<file path="src/rtl/insn_fetch_pkg.sv">
package insn_fetch_pkg;
  localparam int OPW = 8;
  typedef logic [OPW-1:0] byte_t;
  typedef logic [1:0]     ilen_t;

  localparam byte_t STOP_MAIN = 8'hFF;
  localparam byte_t STOP_ZERO = 8'h00;
  localparam byte_t STOP_ONE  = 8'h01;

  typedef struct packed {
    byte_t opcode;
    byte_t arg_lo;
    byte_t arg_hi;
    ilen_t len;
  } ins_t;
endpackage

</file>
<file path="src/rtl/insn_len_dec.sv">
module insn_len_dec
  import insn_fetch_pkg::*;
#(
  parameter bit HALT_ALIASES = 1'b1
) (
  input  byte_t code,
  output ilen_t len,
  output logic  halt
);
  // Length rule: class is bits [7:6], low field is bits [2:0]
  always_comb begin
    unique case (code[7:6])
      2'b01:   len = code[0] ? 2'd1 : 2'd3;
      2'b00:   len = (code[2:0] == 3'b100 || code[2:0] == 3'b110) ? 2'd2 : 2'd1;
      default: len = 2'd1;
    endcase
  end

  generate
    if (HALT_ALIASES) begin : g_alias
      assign halt = (code == STOP_MAIN) || (code == STOP_ZERO) || (code == STOP_ONE);
    end else begin : g_single
      assign halt = (code == STOP_MAIN);
    end
  endgenerate
endmodule

</file>
<file path="src/rtl/insn_pc_ctr.sv">
module insn_pc_ctr #(
  parameter int ADDR_W = 16,
  parameter int unsigned RESET_PC = 'h40
) (
  input  logic              clk,
  input  logic              rst_n,
  input  logic              load,
  input  logic [ADDR_W-1:0] load_val,
  input  logic              step,
  output logic [ADDR_W-1:0] pc
);
  localparam logic [ADDR_W-1:0] PC0 = ADDR_W'(RESET_PC);

  always_ff @(posedge clk) begin
    if (!rst_n)    pc <= PC0;
    else if (load) pc <= load_val;
    else if (step) pc <= pc + ADDR_W'(1);
  end
endmodule

</file>
<file path="src/rtl/insn_out_stage.sv">
module insn_out_stage
  import insn_fetch_pkg::*;
#(
  parameter int ADDR_W = 16
) (
  input  logic              clk,
  input  logic              rst_n,
  input  logic              load,
  input  ins_t              d,
  input  logic [ADDR_W-1:0] d_pc,
  output logic              valid,
  input  logic              ready,
  output ins_t              q,
  output logic [ADDR_W-1:0] q_pc
);
  always_ff @(posedge clk) begin
    if (!rst_n) begin
      valid <= 1'b0;
      q     <= '0;
      q_pc  <= '0;
    end else if (load) begin
      valid <= 1'b1;
      q     <= d;
      q_pc  <= d_pc;
    end else if (ready) begin
      valid <= 1'b0;
    end
  end

  // a stalled instruction stays put
  assert_hold_R7: assert property (@(posedge clk) disable iff (!rst_n)
    valid && !ready |=> valid && $stable(q) && $stable(q_pc));

  // the sequencer never completes an instruction into an occupied slot
  assert_no_overwrite_R8: assert property (@(posedge clk) disable iff (!rst_n)
    load |-> (!valid || ready));
endmodule

</file>
<file path="src/rtl/insn_fetch_seq.sv">
module insn_fetch_seq
  import insn_fetch_pkg::*;
#(
  parameter int          ADDR_W       = 16,
  parameter int unsigned RESET_PC     = 'h40,
  parameter bit          HALT_ALIASES = 1'b1
) (
  input  logic              clk,
  input  logic              rst_n,
  output logic              mem_rd,
  output logic [ADDR_W-1:0] mem_addr,
  input  logic [7:0]        mem_rdata,
  input  logic              redirect_valid,
  input  logic [ADDR_W-1:0] redirect_pc,
  output logic              ins_valid,
  input  logic              ins_ready,
  output logic [7:0]        ins_opcode,
  output logic [7:0]        ins_arg_lo,
  output logic [7:0]        ins_arg_hi,
  output logic [1:0]        ins_len,
  output logic [ADDR_W-1:0] ins_pc,
  output logic              halted
);
  logic              pend_q;
  logic [1:0]        cnt_q, cnt_n;
  ilen_t             need_q, need_n;
  byte_t             opc_q, lo_q;
  logic [ADDR_W-1:0] pc, ipc_q, nxt_pc;
  logic              halted_q;
  ilen_t             dlen;
  logic              dhalt;
  logic              arrive, at_op, halt_now, complete, busy_n, mid_safe;
  ins_t              nxt, outq;

  insn_len_dec #(.HALT_ALIASES(HALT_ALIASES)) u_dec (
    .code (mem_rdata),
    .len  (dlen),
    .halt (dhalt)
  );

  insn_pc_ctr #(.ADDR_W(ADDR_W), .RESET_PC(RESET_PC)) u_pc (
    .clk      (clk),
    .rst_n    (rst_n),
    .load     (redirect_valid && !halted_q),
    .load_val (redirect_pc),
    .step     (mem_rd),
    .pc       (pc)
  );

  assign arrive   = pend_q && !redirect_valid;
  assign at_op    = (cnt_q == 2'd0);
  assign halt_now = arrive && at_op && dhalt;

  // Byte collection: which slot the arriving byte fills and whether it ends the instruction
  always_comb begin
    cnt_n    = cnt_q;
    need_n   = need_q;
    complete = 1'b0;
    if (redirect_valid) begin
      cnt_n = 2'd0;
    end else if (arrive) begin
      unique case (cnt_q)
        2'd0: begin
          if (dhalt) begin
            cnt_n = 2'd0;
          end else if (dlen == 2'd1) begin
            cnt_n    = 2'd0;
            complete = 1'b1;
          end else begin
            cnt_n  = 2'd1;
            need_n = dlen;
          end
        end
        2'd1: begin
          if (need_q == 2'd2) begin
            cnt_n    = 2'd0;
            complete = 1'b1;
          end else begin
            cnt_n = 2'd2;
          end
        end
        default: begin
          cnt_n    = 2'd0;
          complete = 1'b1;
        end
      endcase
    end
  end

  // Next byte is a guaranteed middle operand, so it can never need the output slot
  assign mid_safe = (cnt_n == 2'd1) && (need_n == 2'd3);
  assign busy_n   = complete || (ins_valid && !ins_ready);
  assign mem_rd   = rst_n && !halted_q && !halt_now && !redirect_valid && (mid_safe || !busy_n);
  assign mem_addr = pc;

  always_comb begin
    nxt.opcode = at_op ? mem_rdata : opc_q;
    nxt.arg_lo = (cnt_q == 2'd1) ? mem_rdata : ((cnt_q == 2'd2) ? lo_q : '0);
    nxt.arg_hi = (cnt_q == 2'd2) ? mem_rdata : '0;
    nxt.len    = at_op ? dlen : need_q;
    nxt_pc     = at_op ? (pc - ADDR_W'(1)) : ipc_q;
  end

  always_ff @(posedge clk) begin
    if (!rst_n) begin
      pend_q   <= 1'b0;
      cnt_q    <= 2'd0;
      need_q   <= 2'd0;
      opc_q    <= '0;
      lo_q     <= '0;
      ipc_q    <= '0;
      halted_q <= 1'b0;
    end else begin
      pend_q <= mem_rd;
      cnt_q  <= cnt_n;
      need_q <= need_n;
      if (arrive && at_op) begin
        opc_q <= mem_rdata;
        ipc_q <= pc - ADDR_W'(1);
      end
      if (arrive && cnt_q == 2'd1) lo_q <= mem_rdata;
      if (halt_now) halted_q <= 1'b1;
    end
  end

  insn_out_stage #(.ADDR_W(ADDR_W)) u_out (
    .clk   (clk),
    .rst_n (rst_n),
    .load  (complete),
    .d     (nxt),
    .d_pc  (nxt_pc),
    .valid (ins_valid),
    .ready (ins_ready),
    .q     (outq),
    .q_pc  (ins_pc)
  );

  assign ins_opcode = outq.opcode;
  assign ins_arg_lo = outq.arg_lo;
  assign ins_arg_hi = outq.arg_hi;
  assign ins_len    = outq.len;
  assign halted     = halted_q;

  // each read moves the address on by one
  assert_read_step_R2: assert property (@(posedge clk) disable iff (!rst_n)
    mem_rd |=> mem_addr == $past(mem_addr) + ADDR_W'(1));

  // a redirect reads nothing in its own cycle and targets the new address next
  assert_redirect_quiet_R9: assert property (@(posedge clk) disable iff (!rst_n)
    redirect_valid |-> !mem_rd);
  assert_redirect_load_R9: assert property (@(posedge clk) disable iff (!rst_n)
    redirect_valid && !halted |=> mem_addr == $past(redirect_pc));

  // a stopped sequencer issues no reads
  assert_no_read_halted_R5: assert property (@(posedge clk) disable iff (!rst_n)
    halted |-> !mem_rd);

  // only reset leaves the stopped state, and the address is frozen
  assert_halt_hold_R10: assert property (@(posedge clk) disable iff (!rst_n)
    halted |=> halted && $stable(mem_addr));
endmodule

</file>
<file path="config.mk">
export PLATFORM = sky130hd
export DESIGN_NAME = insn_fetch_seq
export DESIGN_NICKNAME = d
export VERILOG_FILES = /design/src/rtl/insn_fetch_pkg.sv /design/src/rtl/insn_len_dec.sv /design/src/rtl/insn_pc_ctr.sv /design/src/rtl/insn_out_stage.sv /design/src/rtl/insn_fetch_seq.sv
export SDC_FILE = /design/constraint.sdc
export NUM_CORES = 1
export LEC_CHECK = 0
export BUFFER_PORTS_ARGS = -buffer_cell sky130_fd_sc_hd__buf_2
export CAP_MARGIN = 20
export CORE_AREA = 2 2 98 100
export CTS_CLUSTER_SIZE = 25
export DETAILED_ROUTE_END_ITERATION = 12
export DIE_AREA = 0 0 100 102
export PLACE_DENSITY = 0.75
export RECOVER_POWER = 25
export SYNTH_ARGS = -nofsm -noshare
export SYNTH_HDL_FRONTEND = slang
export SYNTH_SLANG_ARGS = --single-unit
</file>
<file path="constraint.sdc">
create_clock -name clk -period 3.15 [get_ports clk]
set_input_delay 0.7875 -clock clk [delete_from_list [all_inputs] [get_ports clk]]
set_output_delay 0.7875 -clock clk [all_outputs]
set_load 0.02 [all_outputs]
</file>
# == After elaboration in Yosys (flattened, before gate mapping) ==
# Cells that the tools add are included.
# totals
reg_bits,97
input_bits,28
output_inout_bits,61
word_cells,83
# op_classes
n_addsub,2
eq_ne,11
mux,30
reduce_logical,26
# op_table
operator,n
$mux W16,3
$mux W8,4
$mux W2,11
$add A16 B1 Y16 const B,1
$sub A16 B1 Y16 const B,1
$logic_and A1 B1 Y1,11
$mux W1,9
$eq A2 B1 Y1 const B,4
$eq A8 B1 Y1 const B,1
$eq A8 B8 Y1 const B,1
$logic_not A8 Y1,1
$pmux W2 S2,2
$eq A2 B2 Y1 const B,3
$eq A3 B3 Y1 const B,2
$logic_not A1 Y1,5
$logic_or A1 B1 Y1,5
$logic_not A2 Y1,2
$reduce_bool A2 Y1,2
$pmux W1 S2,1

# == Logic depth before layout (Yosys ltp) ==
# Gate-level depths: netlist of the first run.
# depth
ltp_word,16
mapped_depth,9
ltp_nobuf,8

# == By module ==
# Synthesis of the first run repeated with hierarchy kept, for this count alone.
# unflattened
hier_cells,506
hier_area_um2,4728.3
# by_module_without_submodules
mod,n_inst,cells_per_inst,area_each_um2,seq_area_each_um2
insn_fetch_seq,1,259,2123.3,760.7
insn_out_stage,1,138,1664.1,860.8
insn_pc_ctr,1,100,890.9,320.3
insn_len_dec,1,9,50.0,0.0

# == Least setup slack after synthesis of the first run ==
# Ideal clock, no wire load.
# synth_path
path_kind,input port to output port
start,input port mem_rdata[6]
end,output port mem_rd
arrival_time_ns,2.485
required_time_ns,2.362
slack_ns,-0.122
path_stages,8
cell_sequence,clkbuf_1 > or4_1 > nor4_1 > o21ai_0 > and2_1 > clkbuf_1 > nand2_1 > inv_1
# synth_via
elab_chain_cells,12
word_cells_on_any_way,35
classes_between,eq/ne: 6; mux: 16; reduce/logical: 13
# synth_lines
item,line,text
"start, declared",insn_fetch_seq.sv:12,"input logic [7:0] mem_rdata,"
$eq A2 B1 Y1 / $logic_not A2 Y1 (equally long branches),insn_len_dec.sv:12,unique case (code[7:6])
$pmux W2 S2,insn_len_dec.sv:12,
$eq A2 B1 Y1,insn_fetch_seq.sv:66,end else if (dlen == 2'd1) begin
$mux W1 / $mux W2 (equally long branches),insn_fetch_seq.sv:66,
$mux W1 / $mux W2 (equally long branches),insn_fetch_seq.sv:64,if (dhalt) begin
"$pmux W2 S2, or another cell as far along",insn_fetch_seq.sv:62,unique case (cnt_q)
$mux W2 / $mux W1 (equally long branches),insn_fetch_seq.sv:61,end else if (arrive) begin
$mux W2 / $mux W1 (equally long branches),insn_fetch_seq.sv:59,if (redirect_valid) begin
"$eq A2 B1 Y1, or another cell as far along",insn_fetch_seq.sv:91,assign mid_safe = (cnt_n == 2'd1) && (need_n == 2'd3);
$logic_and A1 B1 Y1 / $logic_not A1 Y1 (equally long branches),"insn_fetch_seq.sv:91, insn_fetch_seq.sv:93",
$logic_or A1 B1 Y1,insn_fetch_seq.sv:93,assign mem_rd = rst_n && !halted_q && !halt_now && !redirect_valid && (mid_safe || !busy_n);
$logic_and A1 B1 Y1 *,insn_fetch_seq.sv:93,
"end, declared",insn_fetch_seq.sv:10,"output logic mem_rd,"
# Mark *: on every way between the ends. The rest lies on a longest branch, timed or not.

# == Final worst setup path of the first run ==
# layout_path
start,input port redirect_valid
end,output port mem_rd
# layout_via
elab_chain_cells,8
word_cells_on_any_way,20
classes_between,eq/ne: 2; mux: 6; reduce/logical: 12
# layout_lines
item,line,text
"start, declared",insn_fetch_seq.sv:13,"input logic redirect_valid,"
$logic_not A1 Y1,"insn_fetch_seq.sv:50, insn_fetch_seq.sv:93",
$logic_and A1 B1 Y1,insn_fetch_seq.sv:50,assign arrive = pend_q && !redirect_valid;
"$mux W2, or another cell as far along",insn_fetch_seq.sv:61,
"$mux W2, or another cell as far along",insn_fetch_seq.sv:59,
"$eq A2 B1 Y1, or another cell as far along",insn_fetch_seq.sv:91,
"$logic_and A1 B1 Y1, or another cell as far along",insn_fetch_seq.sv:91,
$logic_or A1 B1 Y1 / $logic_and A1 B1 Y1 (equally long branches),insn_fetch_seq.sv:93,
$logic_and A1 B1 Y1 *,insn_fetch_seq.sv:93,
# Marks and branches as above.

==> results of run 1 <==
## layer usage
layer  vias to the layer above  share of wire, %  global-route usage (%)  wire, um
li1                       2165                 -                       -         -
met1                      2102                46                    32.0      5610
met5                         -                 0                       0         0
met4                         0               1.1                    8.01       131
met3                        16               6.5                    4.31       786
met2                       176                46                    35.4      5600
## state kept, by name (all words and copies together) (netlist names)
| name | cells |
|---|---|
| u_out.q | 26 |
| ipc_q | 16 |
| u_out.q_pc | 16 |
| u_pc.pc | 16 |
| lo_q | 8 |
| opc_q | 8 |
| cnt_q | 2 |
| need_q | 2 |
| halted | 1 |
| pend_q | 1 |
| u_out.valid | 1 |
## cells in the mapped netlist, drive strengths merged (2+ instances only)
| cell type | number |
|---|---|
| inv | 9 |
| nor2 | 61 |
| nor3 | 21 |
| a31oi | 11 |
| nand4 | 4 |
| or4 | 9 |
| nor2b | 4 |
| o211ai | 14 |
| nor3b | 2 |
| and2 | 4 |
| clkbuf | 47 |
| a311oi | 12 |
| o31ai | 7 |
| nor4b | 4 |
| o21a | 2 |
| dfxtp | 97 |
| o22ai | 2 |
| nand3 | 17 |
| a211oi | 21 |
| or4b | 2 |
| nand4b | 2 |
| xor2 | 4 |
| a31o | 4 |
| a41oi | 2 |
| nand2b | 5 |
| and3 | 3 |
| a221oi | 8 |
| and4 | 2 |
| buf | 5 |
| xnor2 | 10 |
| o21ai | 17 |
| mux2i | 8 |
| nor4 | 7 |
| a21oi | 35 |
| nand2 | 81 |
| ha | 2 |
## worst min path at each step
stage	end	slack, ns
2_1_floorplan	opc_q[0]$_SDFFE_PN0P_	0.44
3_3_place_gp	u_out.q_pc[2]$_SDFFE_PN0P_	0.43
3_5_place_dp	u_out.q_pc[7]$_SDFFE_PN0P_	0.44
4_1_cts	u_out.q_pc[7]$_SDFFE_PN0P_	0.46
5_1_grt	opc_q[1]$_SDFFE_PN0P_	0.49
6_report	u_out.q_pc[5]$_SDFFE_PN0P_	0.46
## power by group
part	switching, W	total (W)	internal [W]
Sequential	0.0000511	0.00133	0.00128
Clock	0.000487	0.000798	0.000311
Combinational	0.000240	0.000382	0.000142
## cell type report
cell class	count	area share, %
clock buffers	9	2.32
inverters	10	0.703
well taps	111	2.60
flip-flops and latches	97	36.3
clock inverters	7	1.26
multi-input cells	396	44.1
repair buffers	123	12.7
## critical path: cells and delay by family
| kind | cells | cell delay [ns] |
|---|---|---|
| AND/OR/NAND/NOR | 3 | 0.97 |
| AO/OA/AOI/OAI | 1 | 0.16 |
| buffers and inverters | 4 | 0.44 |
## repair_timing
item	in CTS	in global routing
setup buffers	0	6
pin swaps	3	8
endpoints found under the setup margin	1	1
resized for setup	4	10
## cell families after synthesis
family                   count (synthesis)  synth area share [%]
XOR/XNOR                                14                  2.75
flip-flops                              97                  43.6
multiplexers                             8                  1.80
buffers and inverters                   62                  5.31
AO/OA/AOI/OAI                          141                  21.3
AND/OR/NAND/NOR                        231                  24.6
adder cells (fa/ha/maj)                  2                 0.562
## through the flow
step | setup slack, ns | area (um2)
6_report | 0.00800 | 5340
5_1_grt | -0.0186 | 5340
4_1_cts | 0.0160 | 5300
3_5_place_dp | -0.141 | 5090
3_3_place_gp | -0.0268 | 5090
2_1_floorplan | 0.0234 | 4470
==> impl_metrics.ini, run 1 <==
[sta]
setup-violations-final = 0
fin_crit_sh_pct = 99.7
fin_worst_skew_ns = 0.0117
min_period_ns = 3.14
maxSlewViolCount = 0
hold_viol = 0
setup_tns_ns = 0
slew_headroom_pct = 46.4
worst_pin_slew_ns = 0.802
fmax_mhz = 318
hold-worst-slack_ns = 0.457

[placement]
placed_cells = 730
place_congestion = 0.916
dpl.hpwl_um = 8100
portBuffers = 88

[power_and_ir_drop]
leakage_nw = 1.94
ir_drop_v = 0.000215
design_power_total_w = 0.00251
pwr_density_cell_nw_per_um2 = 469

[clocking]
cts_sinks = 97
clock_latency_ns = 0.38
cts_hold_buf = 0
cts_buffers = 9
cts-root-buf = clkbuf_8
clockBufferDepth = 2
cts_tree = yes
path_clk_slew_ns = 0.10
htreeDepth = 3

[logic_synthesis]
synthArstFlopShare_pct = 0
synth-main-ff-cell = dfxtp_1
yosys_warnings = 0
synth_area_leaders = dfxtp_1 (44%), nand2_1 (6.8%), nor2_1 (5.1%), a21oi_1 (3.9%), clkbuf_1 (3.9%)
synth_cell_types = 50
yosysTopAreaCell = dfxtp_1
synth_top_area_share_pct = 43.6
avgSynthCellArea_um2 = 8.03
yosysSeqAreaShare_pct = 43.6
synth_edf_count = 0
synth_nets = 585
netlist_area_um2 = 4450
netlist_instances = 555
synth_seq_cells = 97

[hold_path]
hold_depth = 2
min_from = u_out.q_pc[5]$_SDFFE_PN0P_
min-delay-path-class = flip-flop to flip-flop

[setup_path]
cp-end-kind = primary output
worstSetupPathType = input pin to primary output
cp-endpoint = mem_rd
cp.required_ns = 2.36
timing.rr.end = u_pc.pc[6]$_SDFFE_PN1P_
critPathMaxFanout = 3
worstPathArrival_ns = 2.35
path_cells = buf_2, or4b_4, buf_4, nor4_4, o22ai_2, nand2_4, inv_2, buf_6
r2r-start = pend_q$_SDFF_PN0_
slowest_stage = or4b_4
r2r_cells = 9
cp-start-kind = input pin
ff2ff_setup_slack_ns = 0.36
crit_path_max_incr_delay_ns = 0.55
critPathLaunch = redirect_valid

[outcome]
outcome = complete, no violations

[finish]
multi_input_area_um2 = 2360
drive_above_1_share_pct = 19.2
layout_commonest_cell = dfxtp_1
antennaDiodeCount = 0
final_cell_mix = dfxtp_1 (97), nand2_1 (80), nor2_1 (60), buf_2 (51), clkbuf_1 (37)
fillCellCount = 843
final_cells = 753
syn_to_final_growth_pct = 19.9
fin_nets = 667
ff_latch_area_um2 = 1940
post-route-util_pct = 58.7

[floorplanning]
dieWidth_um = 100
core_um2 = 9110
row_count = 35
start_util_pct = 48.9
dieArea_um2 = 10200
ioPinCount = 89
die_h_um = 102

[drt]
firstDrtPassIters = 5
drc = 0
via_per_inst = 5.92
detail-route-antenna-nets = 0
dr.first_iter.drc_count = 262
dr_total_vias = 4459
routed_wl_um = 12100
wl_per_cell_um = 16.1

[global_route]
antenna_found_initial = 0
grt_max_degree = 79
grt-ovfl-total = 0
grt_pass1_vias = 3975
grt_use_total_pct = 22.8
grt_pass1_wl_um = 19000

[run]
maxCapViolations = 0
No activity file was read; power rests on OpenSTA's default activity.
==> inputs of run 2 (changes only) <==
- REMOVE_ABC_BUFFERS: default -> 1
==> run 2 against run 1 <==
  * Hold slack got worse by 0.0042 ns
  * Clock skew decreased by 0.00086 ns
  * Setup slack improved by 0.011 ns
  * Sequential share of layout area decreased by 0.055 points
  * Utilization increased by 0.16 points
  * Via count decreased by 0.61%
  * Wire length decreased by 1.5%
  * Largest cell class unchanged
  * Fmax increased by 0.34%
  * Critical endpoint unchanged
  * Clock power increased by 1%
  * First-iteration DRC count increased by 4.2%
  * Largest power group unchanged
==> impl_metrics.ini, run 2 (synthesis gave the netlist of run 1 again) <==
[setup_path]
path_cells = buf_2, or4_4, nor4_4, buf_4, nor4_2, o22ai_2, nand2_2, inv_2, buf_6
critPathLaunch = mem_rdata[7]
r2r-start = cnt_q[1]$_SDFF_PN0_
cp.required_ns = 2.36
cp-end-kind = primary output
crit_path_max_incr_delay_ns = 0.54
slowest_stage = or4_4
critPathMaxFanout = 3
worstSetupPathType = input pin to primary output
cp-start-kind = input pin
worstPathArrival_ns = 2.34

[finish]
antennaDiodeCount = 0
final_cell_mix = dfxtp_1 (95), nand2_1 (80), nor2_1 (60), buf_2 (53)
syn_to_final_growth_pct = 20.3
top_register = u_out.q
largest_register_ffs = 26
layout_commonest_cell = dfxtp_1
design_area_um2 = 5360
drive_above_1_share_pct = 19.8
fin_nets = 667

[clocking]
clock_latency_ns = 0.36
cts_sinks = 97
path_clk_slew_ns = 0.08
cts_tree = yes
clockBufferDepth = 2
cts_buffers = 9
htreeDepth = 3
cts-root-buf = clkbuf_8

[drt]
detail-route-antenna-nets = 0
wl_per_cell_um = 15.9
drc = 0
dr_total_vias = 4432
via_per_inst = 5.89
firstDrtPassIters = 5
routed_wl_um = 12000
dr.first_iter.drc_count = 273

[global_route]
grt_max_degree = 79
grt-ovfl-total = 0
grt_pass1_vias = 3988
grt_use_total_pct = 23.6
antenna_found_initial = 0
grt_pass1_wl_um = 19500

[power_and_ir_drop]
leakage_nw = 1.96
design_power_total_w = 0.00252
pwr_density_cell_nw_per_um2 = 470
ir_drop_v = 0.000191

[sta]
rsz0062_at_grt = yes
worst_pin_slew_ns = 0.824
maxSlewViolCount = 0
fin_crit_sh_pct = 99.4
setup-violations-final = 0
fmax_mhz = 319
min_period_ns = 3.13
slew_headroom_pct = 45.0
hold_viol = 0
fin_worst_skew_ns = 0.0108

[floorplanning]
dieWidth_um = 100
ioPinCount = 89
core_um2 = 9110
start_util_pct = 48.9
row_count = 35
die_h_um = 102
dieArea_um2 = 10200

[placement]
place_congestion = 0.886
portBuffers = 88
placed_area_um2 = 5070
dpl.hpwl_um = 7970

[hold_path]
min-delay-path-class = flip-flop to flip-flop
min_from = u_out.q_pc[5]$_SDFFE_PN0P_

[run]
maxCapViolations = 0

[outcome]
outcome = complete, no violations
==> run 2: cell count changes in the layout (fill, tap and decap cells not counted), sizes merged <==
cell and change:
clkinv +2, buf +3, clkinvlp -1, clkbuf -2
bufinv +1, inv -3
==> run 2: worst paths after layout <==
kind | to | slack, ns | cells past startpoint
worst min-delay path | u_out.q_pc[5]$_SDFFE_PN0P_ | 0.45 | 2
worst min register to register | u_out.q_pc[5]$_SDFFE_PN0P_ | 0.45 | 2
worst max-delay path | mem_rd | 0.02 | 9
worst max register to register | u_pc.pc[12]$_SDFFE_PN0P_ | 0.09 | 11
==> run 2: through the flow <==
stage               setup slack [ns]  TNS, ns  cells  utilization, %  hold WS (ns)
floorplan                      -3.10   -87.80    503               -         0.437
global placement             -0.0195  -0.0195    727            55.7         0.435
detailed placement           -0.0848   -0.147    727            55.7         0.442
CTS                           0.0158        0    750            58.7         0.453
global route                 -0.0325  -0.0932    753            58.8         0.470
finish                        0.0188        0    753            58.8         0.453
==> run 2: metal layers <==
layer	share of wire (%)	track usage (%)	routed length, um
met1	45	32.2	5330
met2	48	38.5	5690
met3	5.9	3.63	703
met4	1.9	7.69	233
met5	0	0	0
==> run 2: critical path: cells and delay by family <==
kind / cells / cell delay, ns
and+or+nand+nor: 4 / 0.91
buffers and inverters: 4 / 0.47
AOI/OAI and AO/OA: 1 / 0.17
==> run 2: power breakdown <==
| part | switching [W] | total [W] | internal [W] |
|---|---|---|---|
| registers | 0.0000566 | 0.00133 | 0.00128 |
| logic | 0.000233 | 0.000377 | 0.000144 |
| clock network | 0.000436 | 0.000809 | 0.000372 |
| total | 0.000726 | 0.00252 | 0.00179 |
==> run 2: area by class of cell <==
| type | count | area [um2] |
|---|---|---|
| fill | 826 | 3750 |
| multi-input combinational | 396 | 2350 |
| sequential | 97 | 1940 |
| timing repair buffer | 123 | 696 |
| tap | 111 | 139 |
| clock buffer | 10 | 128 |
| clock inverter | 6 | 66.3 |
| inverter | 10 | 37.5 |
==> run 2: timing repair <==
item / 4_1_cts / 5_1_grt
pin swaps: 4 / 5
buffers inserted: 7 / 3
hold buffers: 0 / 0
resized for setup: 6 / 11
endpoints found under the setup margin: 1 / 5
==> inputs of run 3 (changes only) <==
- ABC_AREA: default -> 1
- BUFFER_PORTS_ARGS: -buffer_cell sky130_fd_sc_hd__buf_2 -> default
- CORE_AREA: 2 2 98 100 -> 2 2 100 102
- DIE_AREA: 0 0 100 102 -> 0 0 102 104
- DONT_BUFFER_PORTS: default -> 1
- PLACE_DENSITY: 0.75 -> 0.66
==> run 3 against run 2 <==
  * Clock-buffer cell count unchanged
  * Critical path depth unchanged
  * Combinational power is 30% lower
  * Largest power group unchanged
==> impl_metrics.ini, run 3 <==
[outcome]
outcome = complete, no violations

[setup_path]
slowest_stage = dfxtp_1
cp.required_ns = 2.36
cp-end-kind = primary output
worstSetupPathType = flip-flop to primary output
ff2ff_setup_slack_ns = 0.76
timing.rr.end = opc_q[1]$_SDFFE_PN0P_
worst-path-buf-inv = 1
crit_cells = 9
cp-start-kind = flip-flop
cp-endpoint = mem_rd
cp_top_family = simple AND/OR/NAND/NOR gates
crit_path_max_incr_delay_ns = 0.37
path_cells = nor2_4, nand2_4, nor2_1, nand2_1, o21ai_1, nand3_2, nand2_2, nand2_4, inv_1
worstPathArrival_ns = 2.12
critPathLaunch = cnt_q[0]$_SDFF_PN0_
r2r-start = cnt_q[0]$_SDFF_PN0_
critPathMaxFanout = 26
r2r_cells = 6
cpMostUsedCell = nand2_4

[sta]
min_period_ns = 2.91
setup-violations-final = 0
slew_headroom_pct = 20.8
worst_pin_slew_ns = 1.19
fin_worst_skew_ns = 0.0126
hold-worst-slack_ns = 0.457
maxSlewViolCount = 0
hold_viol = 0
rsz0062_at_grt = no
fin_crit_sh_pct = 92.4
fmax_mhz = 343
setup_tns_ns = 0

[power_and_ir_drop]
leakage_nw = 2.04
design_power_total_w = 0.00262
pwr_density_cell_nw_per_um2 = 531
ir_drop_v = 0.000257

[clocking]
path_clk_slew_ns = 0.10
htreeDepth = 3
cts_resized = 0
cts_buffers = 9
clockBufferDepth = 2
cts-root-buf = clkbuf_8
clock_latency_ns = 0.37
cts_hold_buf = 0
post_cts_buffers = 0
cts_sinks = 97
cts_tree = yes

[logic_synthesis]
synth_top_area_share_pct = 41.9
synth_edf_count = 0
yosysTopAreaCell = dfxtp_1
synthArstFlopShare_pct = 0
yosysSeqAreaShare_pct = 41.9
synth_common_cells = nand2_1 (136), dfxtp_1 (97), nor2_1 (87)
synth_cell_types = 30
netlist_area_um2 = 4630
synth-main-ff-cell = dfxtp_1
avgSynthCellArea_um2 = 6.93
yosysMostFrequentCell = nand2_1
yosys_warnings = 0
synth_area_leaders = dfxtp_1 (42%), nand2_1 (11%), o21ai_0 (7.7%), nor2_1 (7.0%), a21oi_1 (6.9%)
netlist_instances = 669
synth_seq_cells = 97

[placement]
placed_cells = 773
portBuffers = 0
dpl.hpwl_um = 7650
place_congestion = 0.855

[drt]
firstDrtPassIters = 4
routed_wl_um = 11300
wl_per_cell_um = 14.4
dr_total_vias = 4125
detail-route-antenna-nets = 0
drc = 0
via_per_inst = 5.23
dr.first_iter.drc_count = 139

[finish]
drive_above_1_share_pct = 6.10
post-route-util_pct = 51.6
largest_register_ffs = 26
fin_nets = 681
final_cell_mix = nand2_1 (137), dfxtp_1 (97), nor2_1 (88), o21ai_0 (71), a21oi_1 (64)
top_register = u_out.q
antennaDiodeCount = 0
final_cells = 789
syn_to_final_growth_pct = 6.37
layout_commonest_cell = nand2_1

[floorplanning]
ioPinCount = 89
dieArea_um2 = 10600
start_util_pct = 48.5
die_h_um = 104
core_um2 = 9550
row_count = 36
dieWidth_um = 102

[hold_path]
min-delay-path-class = flip-flop to flip-flop

[global_route]
grt-ovfl-total = 0
grt_max_degree = 50
antenna_found_initial = 0
grt_pass1_wl_um = 19100
grt_pass1_vias = 4005
grt_use_total_pct = 22.4

[run]
maxCapViolations = 0
## run 3: worst min path at each step
| stage | from | to | cells past startpoint |
|---|---|---|---|
| after floorplan | ipc_q[0]$_SDFFE_PN0P_ | ipc_q[0]$_SDFFE_PN0P_ | 2 |
| after global placement | ipc_q[2]$_SDFFE_PN0P_ | ipc_q[2]$_SDFFE_PN0P_ | 2 |
| after detailed placement | ipc_q[0]$_SDFFE_PN0P_ | ipc_q[0]$_SDFFE_PN0P_ | 2 |
| after CTS | ipc_q[0]$_SDFFE_PN0P_ | ipc_q[0]$_SDFFE_PN0P_ | 2 |
| after global routing | ipc_q[0]$_SDFFE_PN0P_ | ipc_q[0]$_SDFFE_PN0P_ | 2 |
| final | ipc_q[0]$_SDFFE_PN0P_ | ipc_q[0]$_SDFFE_PN0P_ | 2 |
## run 3: metal layers
layer  vias up  GRT usage (%)  part of all wire (%)
met1      1872           27.7                    44
met2        93           39.1                    49
li1       2147              -                     -
met5         -              0                     0
met4         0           6.19                   1.4
met3        13           4.50                   5.6
## run 3: stage by stage
stage	setup WS, ns	instance area, um2
2_1_floorplan	0.306	4440
5_1_grt	0.0746	4930
3_3_place_gp	0.442	4700
6_report	0.238	4930
4_1_cts	0.290	4940
3_5_place_dp	0.346	4700
## run 3: worst register-to-register path: cells and delay by family, from the launching register on
kind,cells,cell delay (ns)
and+or+nand+nor,3,0.63
buffers and inverters,2,1.00
AOI/OAI and AO/OA,1,0.29
DFF,1,0.37
## run 3: cells by family after synthesis
| family | share of synthesized area (%) |
|---|---|
| xor+xnor | 3.59 |
| fa+ha+maj | 0.540 |
| buf+inv | 9.18 |
| simple gates | 25.7 |
| compound gates | 19.1 |
| flops | 41.9 |
## run 3: area by class of cell
class                           count  area (um2)
Clock inverter                      6         115
Tap cell                          133         166
Sequential cell                    97        1940
Timing Repair Buffer               11        91.3
Inverter                           61         230
Clock buffer                       10         128
Multi-Input combinational cell    471        2260
Fill cell                         988        4620
## run 3: power breakdown
part           internal, W  switching [W]  total, W
clock             0.000532       0.000450  0.000982
combinational    0.0000921       0.000173  0.000265
sequential         0.00128      0.0000923   0.00137
